[src/rtl/pdc_pkg.sv]
package pdc_pkg;
    localparam logic [7:0] OFS_ON_REQ   = 8'h0C;
    localparam logic [7:0] OFS_OFF_REQ  = 8'h10;
    localparam logic [7:0] OFS_KEY      = 8'h44;
    localparam logic [7:0] OFS_INT_MASK = 8'h48;
    localparam logic [7:0] OFS_PWR      = 8'h80;
    localparam logic [7:0] OFS_EVT      = 8'h88;
    localparam logic [7:0] OFS_INT_ST   = 8'h8C;

    localparam logic [31:0] KEY_ARM   = 32'h0000_00FF;
    localparam logic [31:0] KEY_ON_A  = 32'h0000_0005;
    localparam logic [31:0] KEY_ON_B  = 32'h0000_0050;
    localparam logic [31:0] KEY_OFF_A = 32'h0000_000A;
    localparam logic [31:0] KEY_OFF_B = 32'h0000_00A0;

    localparam int INT_W = 9;

    typedef enum logic [1:0] {K_IDLE, K_ARMED, K_ON_WAIT, K_OFF_WAIT} key_state_t;
    typedef enum logic [1:0] {S_IDLE, S_SETTLE, S_APPLY} seq_state_t;
endpackage

[src/rtl/pdc_key_fsm.sv]
module pdc_key_fsm
    import pdc_pkg::*;
(
    input  logic        clk,
    input  logic        rst_n,
    input  logic        key_wr,
    input  logic [31:0] key_val,
    input  logic        busy,
    output logic        go_on,
    output logic        go_off,
    output logic        err_on,
    output logic        err_off
);
    key_state_t st, st_nxt;

    always_ff @(posedge clk or negedge rst_n) begin
        if (!rst_n) st <= K_IDLE;
        else        st <= st_nxt;
    end

    always_comb begin
        st_nxt  = st;
        go_on   = 1'b0;
        go_off  = 1'b0;
        err_on  = 1'b0;
        err_off = 1'b0;
        if (key_wr) begin
            unique case (st)
                K_IDLE: begin
                    if (key_val == KEY_ARM) st_nxt = K_ARMED;
                    else                    err_on = 1'b1;
                end
                K_ARMED: begin
                    if (key_val == KEY_ON_A)       st_nxt = K_ON_WAIT;
                    else if (key_val == KEY_OFF_A) st_nxt = K_OFF_WAIT;
                    else begin
                        st_nxt = K_IDLE;
                        err_on = 1'b1;
                    end
                end
                K_ON_WAIT: begin
                    st_nxt = K_IDLE;
                    if (key_val == KEY_ON_B && !busy) go_on  = 1'b1;
                    else                              err_on = 1'b1;
                end
                K_OFF_WAIT: begin
                    st_nxt = K_IDLE;
                    if (key_val == KEY_OFF_B && !busy) go_off  = 1'b1;
                    else                               err_off = 1'b1;
                end
            endcase
        end
    end

    // a write yields at most one outcome
    a_r5_one_outcome: assert property (@(posedge clk) disable iff (!rst_n)
        $onehot0({go_on, go_off, err_on, err_off}));

    // any failure leaves the tracker idle
    a_r5_err_to_idle: assert property (@(posedge clk) disable iff (!rst_n)
        (err_on || err_off) |=> st == K_IDLE);
endmodule

[src/rtl/pdc_seq.sv]
module pdc_seq
    import pdc_pkg::*;
#(
    parameter int              NDOM          = 8,
    parameter int              SETTLE_CYCLES = 16,
    parameter logic [NDOM-1:0] RESET_PWR     = NDOM'(3)
) (
    input  logic            clk,
    input  logic            rst_n,
    input  logic            go_on,
    input  logic            go_off,
    input  logic [NDOM-1:0] on_mask,
    input  logic [NDOM-1:0] off_mask,
    input  logic [NDOM-1:0] evt_clr,
    output logic            busy,
    output logic            done,
    output logic [NDOM-1:0] pwr,
    output logic [NDOM-1:0] evt
);
    localparam int CW = $clog2(SETTLE_CYCLES + 1);
    localparam logic [CW-1:0] CNT_LOAD = CW'(SETTLE_CYCLES - 1);

    seq_state_t      st, st_nxt;
    logic [CW-1:0]   cnt, cnt_nxt;
    logic            dir_on;
    logic [NDOM-1:0] mask_q;
    logic [NDOM-1:0] pwr_q, pwr_nxt, evt_q;

    always_ff @(posedge clk or negedge rst_n) begin
        if (!rst_n) begin
            st     <= S_IDLE;
            cnt    <= '0;
            dir_on <= 1'b0;
            mask_q <= '0;
        end else begin
            st  <= st_nxt;
            cnt <= cnt_nxt;
            if (st == S_IDLE && (go_on || go_off)) begin
                dir_on <= go_on;
                mask_q <= go_on ? on_mask : off_mask;
            end
        end
    end

    always_comb begin
        st_nxt  = st;
        cnt_nxt = cnt;
        unique case (st)
            S_IDLE: begin
                if (go_on || go_off) begin
                    st_nxt  = S_SETTLE;
                    cnt_nxt = CNT_LOAD;
                end
            end
            S_SETTLE: begin
                if (cnt == '0) st_nxt = S_APPLY;
                else           cnt_nxt = cnt - 1'b1;
            end
            S_APPLY: st_nxt = S_IDLE;
            default: st_nxt = S_IDLE;
        endcase
    end

    always_comb begin
        pwr_nxt = dir_on ? (pwr_q | mask_q) : (pwr_q & ~mask_q);
        busy    = (st != S_IDLE);
        done    = (st == S_APPLY);
    end

    always_ff @(posedge clk or negedge rst_n) begin
        if (!rst_n) begin
            pwr_q <= RESET_PWR;
            evt_q <= '0;
        end else begin
            if (st == S_APPLY) pwr_q <= pwr_nxt;
            evt_q <= (evt_q & ~evt_clr) | ((st == S_APPLY) ? (pwr_q ^ pwr_nxt) : '0);
        end
    end

    assign pwr = pwr_q;
    assign evt = evt_q;

    // power state moves only in the apply state
    a_r3_hold_until_apply: assert property (@(posedge clk) disable iff (!rst_n)
        st != S_APPLY |=> $stable(pwr_q));

    // the key tracker never starts a busy sequencer
    a_r7_start_only_idle: assert property (@(posedge clk) disable iff (!rst_n)
        (go_on || go_off) |-> st == S_IDLE);

    // settle counter stays in range
    a_r3_cnt_range: assert property (@(posedge clk) disable iff (!rst_n)
        st == S_SETTLE |-> cnt < CW'(SETTLE_CYCLES));

    // latched mask is frozen while settling
    a_r11_mask_frozen: assert property (@(posedge clk) disable iff (!rst_n)
        st == S_SETTLE |=> $stable(mask_q));
endmodule

[src/rtl/pdc_irq.sv]
module pdc_irq
    import pdc_pkg::*;
(
    input  logic             clk,
    input  logic             rst_n,
    input  logic [INT_W-1:0] set_v,
    input  logic [INT_W-1:0] clr_v,
    input  logic             mask_wr,
    input  logic [INT_W-1:0] mask_val,
    output logic [INT_W-1:0] st,
    output logic [INT_W-1:0] mask,
    output logic             irq
);
    logic [INT_W-1:0] st_q, mask_q;

    always_ff @(posedge clk or negedge rst_n) begin
        if (!rst_n) begin
            st_q   <= '0;
            mask_q <= '1;
        end else begin
            st_q <= (st_q & ~clr_v) | set_v;
            if (mask_wr) mask_q <= mask_val;
        end
    end

    assign st   = st_q;
    assign mask = mask_q;
    assign irq  = |(st_q & ~mask_q);

    // cleared bits are gone next cycle when nothing sets them
    a_r8_w1c: assert property (@(posedge clk) disable iff (!rst_n)
        (set_v == '0) |=> ((st_q & $past(clr_v)) == '0));

    // a set event is always recorded
    a_r10_set_sticks: assert property (@(posedge clk) disable iff (!rst_n)
        (set_v != '0) |=> ((st_q & $past(set_v)) == $past(set_v)));
endmodule

[src/rtl/pwr_dom_ctrl.sv]
module pwr_dom_ctrl
    import pdc_pkg::*;
#(
    parameter int NDOM          = 8,
    parameter int SETTLE_CYCLES = 16
) (
    input  logic        clk,
    input  logic        rst_n,
    input  logic        bus_wr,
    input  logic [7:0]  bus_addr,
    input  logic [31:0] bus_wdata,
    output logic [31:0] bus_rdata,
    output logic        irq,
    input  logic        hw_req_stub,
    input  logic [1:0]  hw_fail_stub,
    input  logic [2:0]  pch_fail_stub
);
    logic [NDOM-1:0]  on_req, off_req, pwr, evt, evt_clr;
    logic             go_on, go_off, err_on, err_off, busy, done;
    logic [INT_W-1:0] int_set, int_clr, int_st, int_mask;
    logic             wr_key, wr_mask;

    always_ff @(posedge clk or negedge rst_n) begin
        if (!rst_n) begin
            on_req  <= '0;
            off_req <= '0;
        end else if (bus_wr) begin
            if (bus_addr == OFS_ON_REQ)  on_req  <= bus_wdata[NDOM-1:0];
            if (bus_addr == OFS_OFF_REQ) off_req <= bus_wdata[NDOM-1:0];
        end
    end

    assign wr_key  = bus_wr && (bus_addr == OFS_KEY);
    assign wr_mask = bus_wr && (bus_addr == OFS_INT_MASK);
    assign evt_clr = (bus_wr && bus_addr == OFS_EVT) ? bus_wdata[NDOM-1:0] : '0;
    assign int_clr = (bus_wr && bus_addr == OFS_INT_ST) ? bus_wdata[INT_W-1:0] : '0;
    assign int_set = {pch_fail_stub, hw_fail_stub, err_off, err_on, hw_req_stub, done};

    pdc_key_fsm u_key (
        .clk(clk), .rst_n(rst_n), .key_wr(wr_key), .key_val(bus_wdata), .busy(busy),
        .go_on(go_on), .go_off(go_off), .err_on(err_on), .err_off(err_off)
    );

    pdc_seq #(.NDOM(NDOM), .SETTLE_CYCLES(SETTLE_CYCLES)) u_seq (
        .clk(clk), .rst_n(rst_n), .go_on(go_on), .go_off(go_off),
        .on_mask(on_req), .off_mask(off_req), .evt_clr(evt_clr),
        .busy(busy), .done(done), .pwr(pwr), .evt(evt)
    );

    pdc_irq u_irq (
        .clk(clk), .rst_n(rst_n), .set_v(int_set), .clr_v(int_clr),
        .mask_wr(wr_mask), .mask_val(bus_wdata[INT_W-1:0]),
        .st(int_st), .mask(int_mask), .irq(irq)
    );

    always_comb begin
        bus_rdata = '0;
        unique case (bus_addr)
            OFS_ON_REQ:   bus_rdata[NDOM-1:0]  = on_req;
            OFS_OFF_REQ:  bus_rdata[NDOM-1:0]  = off_req;
            OFS_INT_MASK: bus_rdata[INT_W-1:0] = int_mask;
            OFS_PWR:      bus_rdata[NDOM-1:0]  = pwr;
            OFS_EVT:      bus_rdata[NDOM-1:0]  = evt;
            OFS_INT_ST:   bus_rdata[INT_W-1:0] = int_st;
            default:      bus_rdata = '0;
        endcase
    end

    // completion raises the done status bit
    a_r6_done_flag: assert property (@(posedge clk) disable iff (!rst_n)
        done |=> int_st[0]);
endmodule

[config.mk]
export PLATFORM = sky130hd
export DESIGN_NAME = pwr_dom_ctrl
export DESIGN_NICKNAME = d
export VERILOG_FILES = /design/src/rtl/pdc_pkg.sv /design/src/rtl/pdc_key_fsm.sv /design/src/rtl/pdc_seq.sv /design/src/rtl/pdc_irq.sv /design/src/rtl/pwr_dom_ctrl.sv
export SDC_FILE = /design/constraint.sdc
export NUM_CORES = 1
export LEC_CHECK = 0
export BUFFER_PORTS_ARGS = -buffer_cell sky130_fd_sc_hd__buf_2
export CAP_MARGIN = 25
export CELL_PAD_IN_SITES_DETAIL_PLACEMENT = 1
export CELL_PAD_IN_SITES_GLOBAL_PLACEMENT = 1
export CORE_AREA = 2 2 90 127
export CTS_CLUSTER_SIZE = 16
export DETAILED_ROUTE_END_ITERATION = 7
export DIE_AREA = 0 0 92 129
export HOLD_SLACK_MARGIN = 0.08
export PLACE_DENSITY_LB_ADDON = 0.1
export SYNTH_ARGS = -nofsm -noshare
export SYNTH_HDL_FRONTEND = slang
export SYNTH_SLANG_ARGS = --single-unit
[constraint.sdc]
create_clock -name clk -period 2.11 [get_ports clk]
set_input_delay 0.1055 -clock clk [delete_from_list [all_inputs] [get_ports clk]]
set_output_delay 0.1055 -clock clk [all_outputs]
set_load 0.01 [all_outputs]
==> results of run 1 <==
==> path summary, 6_finish.rpt <==
path                              start       endpoint
setup / recovery            u_seq.st[0]   u_seq.dir_on
hold / removal             bus_wdata[6]    u_irq.st[6]
setup reg to reg            u_seq.st[0]   u_seq.dir_on
hold reg to reg            u_seq.cnt[3]   u_seq.cnt[3]
max in group asynchronous         rst_n  u_irq.mask[5]
min in group asynchronous         rst_n    u_irq.st[8]
==> layout by cell type, fill, tap and decap left out, types with 2 or more instances in the layout <==
master,count
nor2b_1,2
clkbuf_16,9
o31ai_1,4
dfrtp_1,57
and4bb_2,2
ha_1,2
mux2_2,32
nor3_2,4
nor3_1,4
nand4_1,6
nand3_1,13
o21ai_0,2
nand2b_1,2
dfstp_2,11
buf_4,22
o22ai_1,9
a41o_1,2
and3_1,2
a22o_1,2
buf_2,58
conb_1,23
a21oi_1,10
nor2_1,20
or3_1,2
buf_12,3
clkbuf_1,3
dlygate4sd3_1,9
xnor2_1,8
o2bb2ai_1,8
clkbuf_8,3
nor4_1,8
a22oi_1,26
nand2_1,36
a21o_1,7
and2_1,2
inv_1,16
==> layout make-up <==
| cell class | instances | area (um2) |
|---|---|---|
| multi-input cells | 259 | 1780 |
| clock inverters | 1 | 30.0 |
| clock buffers | 15 | 278 |
| fillers | 1238 | 6050 |
| flip-flops and latches | 68 | 1720 |
| inverters | 16 | 60.1 |
| well taps | 141 | 176 |
| repair buffers | 92 | 606 |
==> through the flow <==
stage               std cells  TNS, ps   util
floorplan                 379        0      -
CTS                       592        0  0.434
finish                    592        0  0.434
global route              592    -4.50  0.434
global placement          567        0  0.396
detailed placement        567        0  0.396
==> flip-flops by register name, indices dropped and copies added (netlist names) <==
name	count
off_req	8
on_req	8
u_irq.mask	9
u_irq.st	9
u_key.st	2
u_seq.cnt	5
u_seq.dir_on	1
u_seq.evt	8
u_seq.mask_q	8
u_seq.pwr	8
u_seq.st	2
==> what timing repair did <==
action,CTS,global route
endpoints found under the hold margin,64,0
hold buffers,9,0
endpoints found under the setup margin,0,11
resized for setup,0,1
==> per-layer routing <==
layer | vias to the layer above | share of wire
met5 | - | 0
met4 | 0 | 0.017
met3 | 16 | 0.036
met2 | 87 | 0.54
met1 | 1563 | 0.40
li1 | 1443 | -
==> cell families after synthesis <==
kind of cell	synth area share
other cells	0.00101
simple gates	0.173
fa+ha+maj	0.00677
xor+xnor	0.0190
flops	0.464
mux	0.102
buf+inv	0.0782
compound gates	0.157
==> critical path: stages, from the launching register on <==
cell and delay [ps]:
dfrtp_1 410, nor4_2 250, buf_4 160, nand4_1 190, buf_4 220, nor3_2 150
buf_4 210, nand2b_1 80, a22o_1 180
==> power groups by stage <==
stage	logic, mW	registers [mW]	clock network [mW]
floorplan	0.119	1.38	0
global placement	0.206	1.39	0
detailed placement	0.210	1.39	0
CTS	0.223	1.37	1.58
global route	0.247	1.38	1.64
finish	0.221	1.37	1.56
==> out/results.env, run 1 <==
NUM_PORTS=82
CTS_SETUP_BUFFERS=0
DIEHEIGHT_UM=129
REPORT.FINAL.SLEW_VIOL_COUNT=0
POWER.TOTAL_mW=3.15
GRT_UTIL_MET1=0.240
SYNTH_FLOP_CELL='dfrtp_1'
CLOCK_TRANSITION_TIME_AT_THE_FLIP_FLOP_CLOCK_PINS_OF_THE_WORST_SETUP_AND_HOLD_PATHS_PS=50
CTS.ROOT.BUFFER_CELL='clkbuf_16'
FIRSTDRTPASSITERS=5
DETAILED_ROUTE_WIRE_LENGTH_MM=11.5
SETUP_SLACK_PS=145
WORST_HOLD_SLACK_PS=120
WORSTSKEWPAIRLATENCY_PS=330
DIEAREA_UM2=11900
SYNTH_TOP_AREA_CELL='dfrtp_1'
FP-ROW-COUNT=45
SWITCHINGPOWER_uW=698
POWER.SHARE.SWITCHING=0.222
CORE_AREA_UM2=10700
GRT_START_MAX_NET_PINS=69
ANTENNA_CELLS_INSERTED=0
CLOCK_TREE_FROM_TRITONCTS='yes'
FIN_NETS=497
MAX_CAP_VIOL_COUNT=0
DR.FIRST_ITER.DRC_COUNT=190
DRIVE_ABOVE_1_SHARE=0.344
CTS-BUFFERS-INSERTED=9
SYNTH.TOP_CELLS.BY_COUNT='dfrtp_1 (57), nand2_1 (36), mux2_2 (32)'
FINAL_ANTENNA_NET_COUNT=0
SYNTH_TOP_CELL_AREA_SHARE=0.386
NUMBER_OF_CELLS_ON_THE_WORST_HOLD_PATH=3
FINAL.PERIOD_UTILIZATION=0.931
FINAL_CRITICAL_PATH_REQUIRED_PERIOD_PS=1960
GRT-BUSIEST-LAYER='met2'
PATH_MAX_FANOUT=10
FIRST_GLOBAL_VIAS=3346
POST_SYNTH.CELL_AREA_AVG_UM2=10.4
GLOBAL_ROUTE.USAGE.MET2=0.385
CRIT_END_CATEGORY='flop'
YOSYSMOSTFREQUENTCELL='dfrtp_1'
DPL_CELL_AREA_UM2=4240
CELL_AREA_POWER_DENSITY_nW_PER_UM2=679
YS_SEQ_ELEMENTS=68
START_UTIL=0.345
P_LEAK_nW=2.09
DP_WIRELENGTH_MM=8.47
VDD.IR_DROP.WORST_uV=408
TIMING.HOLD.WORST.CLASS='in -> reg'
PRE_CTS_WS_PS=70.3
PLACE.GP.CONGESTION=0.863
POSTSYNTHCELLCOUNT=357
FINALHOLDVIOLCOUNT=0
GRT_PASS1_WL_MM=18.4
NETLIST-CELL-TYPE-COUNT=52
P_SEQ_FRAC=0.436
OVERFLOW=0
GLOBALROUTEMET3UTIL=0.0316
REG2REG_SETUP_SLACK_PS=150
POST-ROUTE-CELL-AREA_UM2=4650
SYNTH_ENABLE_FLOP_CELLS=0
P_CLK_FRAC=0.494
DETAILROUTE.VIA_COUNT=3109
TIMING.CRITICAL_PATH.FROM_TYPE='flop'
CTS.SINKS=68
TIGHTEST_SLEW_PS=784
AREA_DELTA_SYNTH_FINAL_PCT=25.7
YS_SEQ_AREA_FRAC=0.464
TIMING.SLEW.HEADROOM=0.478
SYNTHTOPCELLSBYAREA='dfrtp_1 (39%), mux2_2 (9.7%), dfstp_2 (7.8%)'
DIE_WIDTH_UM=92
MAXCLOCKFREQUENCY_MHz=509
ROUTEDWLPERCELL_UM=19.4
PORTBUFFERS=58
STATUS='finished clean'
REG2REG_DEPTH=8
FINAL-SETUP-VIOL-COUNT=0
YS.WARNINGS.COUNT=0
SYNTHARSTFLOPSHARE=1.00
COMBINATIONALPOWERSHARE=0.070
TIMING_WORST_SETUP_PATH_TYPE='reg -> reg'
TOTAL_TRACK_USAGE=0.208
SYNTHESIS.AREA_UM2=3700
CRIT_REQUIRED_PS=2330
INTPOWER_mW=2.45
CRIT_PATH_ARRIVAL_TIME_PS=2180
MAX-CLOCK-PATH-BUFFERS=2
DRT-VIAS-PER-INSTANCE=5.25
CTS_MAX_LEVEL=3
INITIAL_ANTENNA_VIOLATION_COUNT=0
CLOCK-SKEW-FINAL_PS=6.52
DRC=0
No activity file was read; power rests on OpenSTA's default activity.
==> run 2: changes to the inputs <==
- ABC_AREA: default -> 1
- CORE_AREA: 2 2 90 127 -> 2 2 94 132
- DIE_AREA: 0 0 92 129 -> 0 0 96 134
==> out/results.env, run 2 <==
STATUS='finished clean'
CRIT_END_CATEGORY='flop'
DETAILED_ROUTE_WIRE_LENGTH_MM=12.3
NUM_PORTS=82
CRITICAL_PATH.CELL_CHAIN='dlygate4sd3_1 -> buf_2 -> nor2_1 -> nand2_1 -> nor2_2 -> inv_2 -> nor2_2 -> nand3_4 -> nand2_4 -> inv_2 -> nand2_1 -> nand2_1'
DR.FIRST_ITER.DRC_COUNT=102
VDD.IR_DROP.WORST_uV=350
PORTBUFFERS=58
DIEAREA_UM2=12900
YS_SEQ_ELEMENTS=68
START_UTIL=0.343
CORE_AREA_UM2=11700
FINAL_CRITICAL_PATH_REQUIRED_PERIOD_PS=1870
CTS_MAX_LEVEL=3
SYNTH_TOP_AREA_CELL='dfrtp_1'
DRIVE_ABOVE_1_SHARE=0.181
CTS.ROOT.BUFFER_CELL='clkbuf_16'
WORSTSKEWPAIRLATENCY_PS=330
MAX_CAP_VIOL_COUNT=0
FINAL_ANTENNA_NET_COUNT=0
NETLIST-CELL-TYPE-COUNT=35
AREA_DELTA_SYNTH_FINAL_PCT=23.3
YOSYSMOSTFREQUENTCELL='nand2_1'
RSZ0062_AT_GRT='no'
MAX-CLOCK-PATH-BUFFERS=2
CRIT_PATH_ARRIVAL_TIME_PS=2090
CRITICAL_PATH.N_BUFFERS_INVERTERS=4
INITIAL_ANTENNA_VIOLATION_COUNT=0
PRE_CTS_WS_PS=264
TIGHTEST_SLEW_PS=600
CLOCK-SKEW-FINAL_PS=6.23
CRITICAL_PATH.SLOWEST_CELL='dlygate4sd3_1'
POSTSYNTHCELLCOUNT=563
TIMING.CRITICAL_PATH.FROM_TYPE='input pin'
SYNTHTOPCELLSBYAREA='dfrtp_1 (36%), nand2_1 (16%), o21ai_0 (7.7%)'
SETUP_SLACK_PS=243
SETUP_TOTAL_NEGATIVE_SLACK_PS=0
SYNTH_ENABLE_FLOP_CELLS=0
CELL_AREA_POWER_DENSITY_nW_PER_UM2=674
FINAL_COMMON_CELL='nand2_1'
FINAL-SETUP-VIOL-COUNT=0
MOST-COMMON-LAYOUT-CELLS='nand2_1 (168), inv_1 (73), o21ai_0 (62)'
SYNTH.TOP_CELLS.BY_COUNT='nand2_1 (168), inv_1 (73), o21ai_0 (62)'
DRC=0
SYNTHARSTFLOPSHARE=1.00
MAXCLOCKFREQUENCY_MHz=536
YS.WARNINGS.COUNT=0
PLACE.GP.CONGESTION=0.821
GRT_START_MAX_NET_PINS=69
DRT-VIAS-PER-INSTANCE=4.80
GRT_PASS1_WL_MM=20.1
PATH_MAX_FANOUT=9
DP_WIRELENGTH_MM=9.66
TIMING.HOLD.WORST.CLASS='in -> reg'
YS_SEQ_AREA_FRAC=0.427
CRIT_TOP_CELL='nand2_1'
TOTAL_TRACK_USAGE=0.205
WORST_HOLD_SLACK_PS=91.9
CLOCK_TREE_FROM_TRITONCTS='yes'
CP_SLOWEST_STAGE_DELAY_PS=540
FP-ROW-COUNT=47
FIRST_GLOBAL_VIAS=4002
ANTENNA_CELLS_INSERTED=0
DP.CELLS=769
DIEHEIGHT_UM=134
CRIT_REQUIRED_PS=2330
CTS.SINKS=68
FIN_NETS=699
CLOCK_TRANSITION_TIME_AT_THE_FLIP_FLOP_CLOCK_PINS_OF_THE_WORST_SETUP_AND_HOLD_PATHS_PS=60
LAYOUTNONFILLERINSTCOUNT=800
DIE_WIDTH_UM=96
OVERFLOW=0
DETAILROUTE.VIA_COUNT=3842
TIMING.SLEW.HEADROOM=0.599
CRITICAL_PATH.TOP_DELAY_FAMILY='simple AND/OR/NAND/NOR gates'
TIMING_WORST_SETUP_PATH_TYPE='in -> reg'
CTS-BUFFERS-INSERTED=9
P_LEAK_nW=2.43
SYNTHESIS.AREA_UM2=4010
SYNTH_TOP_CELL_AREA_SHARE=0.355
POWER.TOTAL_mW=3.34
FINALHOLDVIOLCOUNT=0
FINAL.PERIOD_UTILIZATION=0.885
REPORT.FINAL.SLEW_VIOL_COUNT=0
SYNTH_FLOP_CELL='dfrtp_1'
FIRSTDRTPASSITERS=4
POST_SYNTH.CELL_AREA_AVG_UM2=7.13
ROUTEDWLPERCELL_UM=15.4
NUM-FILL-CELLS=1518
run 2: cell types whose count changed in the layout (fill, tap and decap cells not counted), moves of 11 or more:
cell	delta
buf_4	-11
nand4_1	+14
a22oi_1	-26
nand2_1	+132
mux2_2	-32
nor2_1	+39
inv_1	+57
o21ai_0	+60
o21ai_1	+12
run 2: final timing paths:
kind	slack, ps	depth (start not counted)	from	to
max	240	12	bus_wdata[8]	u_seq.mask_q[3]
min	90	3	bus_wdata[7]	u_irq.mask[7]
max reg2reg	410	8	u_seq.st[0]	u_seq.mask_q[3]
min reg2reg	490	2	on_req[5]	on_req[5]
max in group asynchronous	1430	3	rst_n	u_irq.mask[7]
min in group asynchronous	320	3	rst_n	off_req[1]
run 2: power breakdown:
part           leakage [nW]  internal (mW)  switching (mW)  total [mW]
Sequential            0.833           1.35          0.0238        1.38
Clock                 0.162           1.13           0.582        1.72
Combinational          1.43         0.0930           0.153       0.246
Total                  2.43           2.58           0.760        3.34
run 2: tightest hold or removal path, cell delays in order:
cell and delay (ps):
buf_2 140, nand2_1 80, o21ai_0 90
run 2: per-layer routing:
metal	part of all wire	up-vias	routed length [um]	track usage
met2	0.54	60	6690	0.371
met5	0	-	0	0
met4	0.018	0	217	0.0651
li1	-	1920	-	-
met1	0.42	1849	5140	0.243
met3	0.023	13	280	0.0315
run 2: logic make-up (layout without fill, tap and decap cells):
group	count (synthesis)	in the layout	share of synthesized area
and+or+nand+nor	291	291	0.319
other	1	23	0.000934
buffers and inverters	110	178	0.128
AOI/OAI and AO/OA	91	91	0.119
adders and majority gates	2	2	0.00623
DFF	68	68	0.427
run 2: cell type report:
cell class / count / area [um2] / area share
inverters: 78 / 293 / 0.0591
well taps: 147 / 184 / 0.0371
repair buffers: 84 / 543 / 0.110
clock buffers: 13 / 270 / 0.0546
clock inverters: 3 / 67.6 / 0.0136
multi-input cells: 407 / 1880 / 0.379
flip-flops and latches: 68 / 1720 / 0.346
run 2: repair_timing:
action / CTS / global route
buffers inserted: 0 / 2
hold buffers: 13 / 0
endpoints found under the setup margin: 0 / 8
resized for setup: 0 / 2
endpoints found under the hold margin: 69 / 0
run 2: through the flow:
step,instance area (um2),util
final,4950,0.423
after global routing,4950,0.423
after CTS,4910,0.420
after detailed placement,4450,0.380
after global placement,4450,0.380
after floorplan,4100,-
==> run 3: changes to the inputs <==
- CORE_AREA: 2 2 94 132 -> 2 2 89 126
- DIE_AREA: 0 0 96 134 -> 0 0 91 128
- clock period: 2.11 -> 2 ns (I/O delays scaled with it)
==> out/results.env, run 3 (synthesis results as in run 2) <==
STATUS='finished clean'
TIMING.HOLD.WORST.CLASS='in -> reg'
R2R-END='u_seq.mask_q[1]'
FIN_NETS=701
CORE_AREA_UM2=10600
CLOCK_TREE_FROM_TRITONCTS='yes'
DIEAREA_UM2=11600
CRIT_REQUIRED_PS=1900
POST-ROUTE-CELL-AREA_UM2=4910
DETAILED_ROUTE_WIRE_LENGTH_MM=12.0
CTS_MAX_LEVEL=3
DIE_WIDTH_UM=91
NUM_PORTS=82
PLACE.GP.CONGESTION=0.841
ROUTEDWLPERCELL_UM=15.0
OVERFLOW=0
START_UTIL=0.379
FIRST_GLOBAL_VIAS=4010
AREA_DELTA_SYNTH_FINAL_PCT=22.2
GRT_START_MAX_NET_PINS=45
FINALHOLDVIOLCOUNT=0
DP_WIRELENGTH_MM=9.33
DPL_CELL_AREA_UM2=4460
TIGHTEST_SLEW_PS=648
FINAL_COMMON_CELL='nand2_1'
LAYOUTNONFILLERINSTCOUNT=796
FINAL_CRITICAL_PATH_REQUIRED_PERIOD_PS=1740
ANTENNA_CELLS_INSERTED=0
P_LEAK_nW=2.41
INITIAL_ANTENNA_VIOLATION_COUNT=0
WORST_HOLD_SLACK_PS=158
FIRSTDRTPASSITERS=4
FINAL-SETUP-VIOL-COUNT=0
MAX-CLOCK-PATH-BUFFERS=2
CTS.SINKS=68
TIMING_WORST_SETUP_PATH_TYPE='reg -> out'
CLOCK-SKEW-FINAL_PS=6.85
FINAL_ANTENNA_NET_COUNT=0
FINAL.PERIOD_UTILIZATION=0.868
TIMING.CRITICAL_PATH.FROM='u_irq.mask[1]'
FP-ROW-COUNT=45
DIEHEIGHT_UM=128
CRIT_END_CATEGORY='output pin'
DRIVE_ABOVE_1_SHARE=0.183
TIMING.SLEW.HEADROOM=0.568
SETUP.WORST_PATH.END='irq'
DP.CELLS=766
CRIT_PATH_ARRIVAL_TIME_PS=1640
PORTBUFFERS=58
DR.FIRST_ITER.DRC_COUNT=146
PATH_MAX_FANOUT=3
TIMING.CRITICAL_PATH.FROM_TYPE='flop'
WORSTSKEWPAIRLATENCY_PS=330
REPORT.FINAL.SLEW_VIOL_COUNT=0
MAX_CAP_VIOL_COUNT=0
CLOCK_TRANSITION_TIME_AT_THE_FLIP_FLOP_CLOCK_PINS_OF_THE_WORST_SETUP_AND_HOLD_PATHS_PS=60
REG2REG_DEPTH=8
RSZ0062_AT_GRT='no'
CTS.ROOT.BUFFER_CELL='clkbuf_16'
SETUP_TOTAL_NEGATIVE_SLACK_PS=0
TOTAL_TRACK_USAGE=0.216
TIMING.RR.START='u_seq.st[0]'
MAXCLOCKFREQUENCY_MHz=576
DETAILROUTE.VIA_COUNT=3856
CTS-BUFFERS-INSERTED=9
GRT_PASS1_WL_MM=19.7
CELL_AREA_POWER_DENSITY_nW_PER_UM2=678
MOST-COMMON-LAYOUT-CELLS='nand2_1 (168), inv_1 (73), o21ai_0 (62)'
REG2REG_SETUP_SLACK_PS=440
VDD.IR_DROP.WORST_uV=368
DRT-VIAS-PER-INSTANCE=4.84
DRC=0
==> run 3: per-stage QoR <==
stage,power (mW),util,setup WS (ps)
finish,3.33,0.463,265
detailed placement,1.72,0.421,361
global route,3.45,0.463,63.1
floorplan,1.62,-,555
global placement,1.71,0.421,377
CTS,3.36,0.463,177
==> run 3: final cells by class <==
class                      count  area [um2]
clock buffer                  10         239
tap                          141         176
clock inverter                 6        63.8
fill                        1413        5680
multi-input combinational    407        1870
inverter                      78         293
sequential                    68        1720
timing repair buffer          86         548
==> run 3: what timing repair did <==
action / in CTS / in global routing
endpoints found under the setup margin: 0 / 4
hold buffers: 14 / 0
endpoints found under the hold margin: 31 / 0
buffers inserted: 0 / 0
gates resized for setup: 0 / 1
==> run 3: worst max-delay path: stages (launching register included) <==
cell      delay [ps]
dfstp_2          540
o22ai_1          110
a221oi_1         340
nand4_1          140
buf_2            170
==> run 3: report_power, final <==
part	switching (mW)	total (mW)	leakage, nW	internal, mW
Sequential	0.0247	1.45	0.833	1.43
Clock	0.618	1.61	0.144	0.996
Combinational	0.162	0.262	1.44	0.0994
==> run 3: worst min-delay path by stage <==
stage            startpoint  depth (start not counted)           end  slack (ps)
2_1_floorplan         rst_n                          0    off_req[0]        -200
3_3_place_gp          rst_n                          1  u_seq.evt[2]         160
3_5_place_dp          rst_n                          1  u_seq.evt[1]         160
4_1_cts        bus_wdata[2]                          3    off_req[2]         150
5_1_grt        bus_wdata[2]                          3    off_req[2]         220
6_report       bus_wdata[2]                          3    off_req[2]         160
==> run 3: per-layer routing <==
metal / GRT usage / vias up / routed length (um)
li1: - / 1921 / -
met1: 0.254 / 1860 / 5120
met2: 0.400 / 65 / 6350
met3: 0.0347 / 10 / 287
met4: 0.0713 / 0 / 214
met5: 0 / - / 0
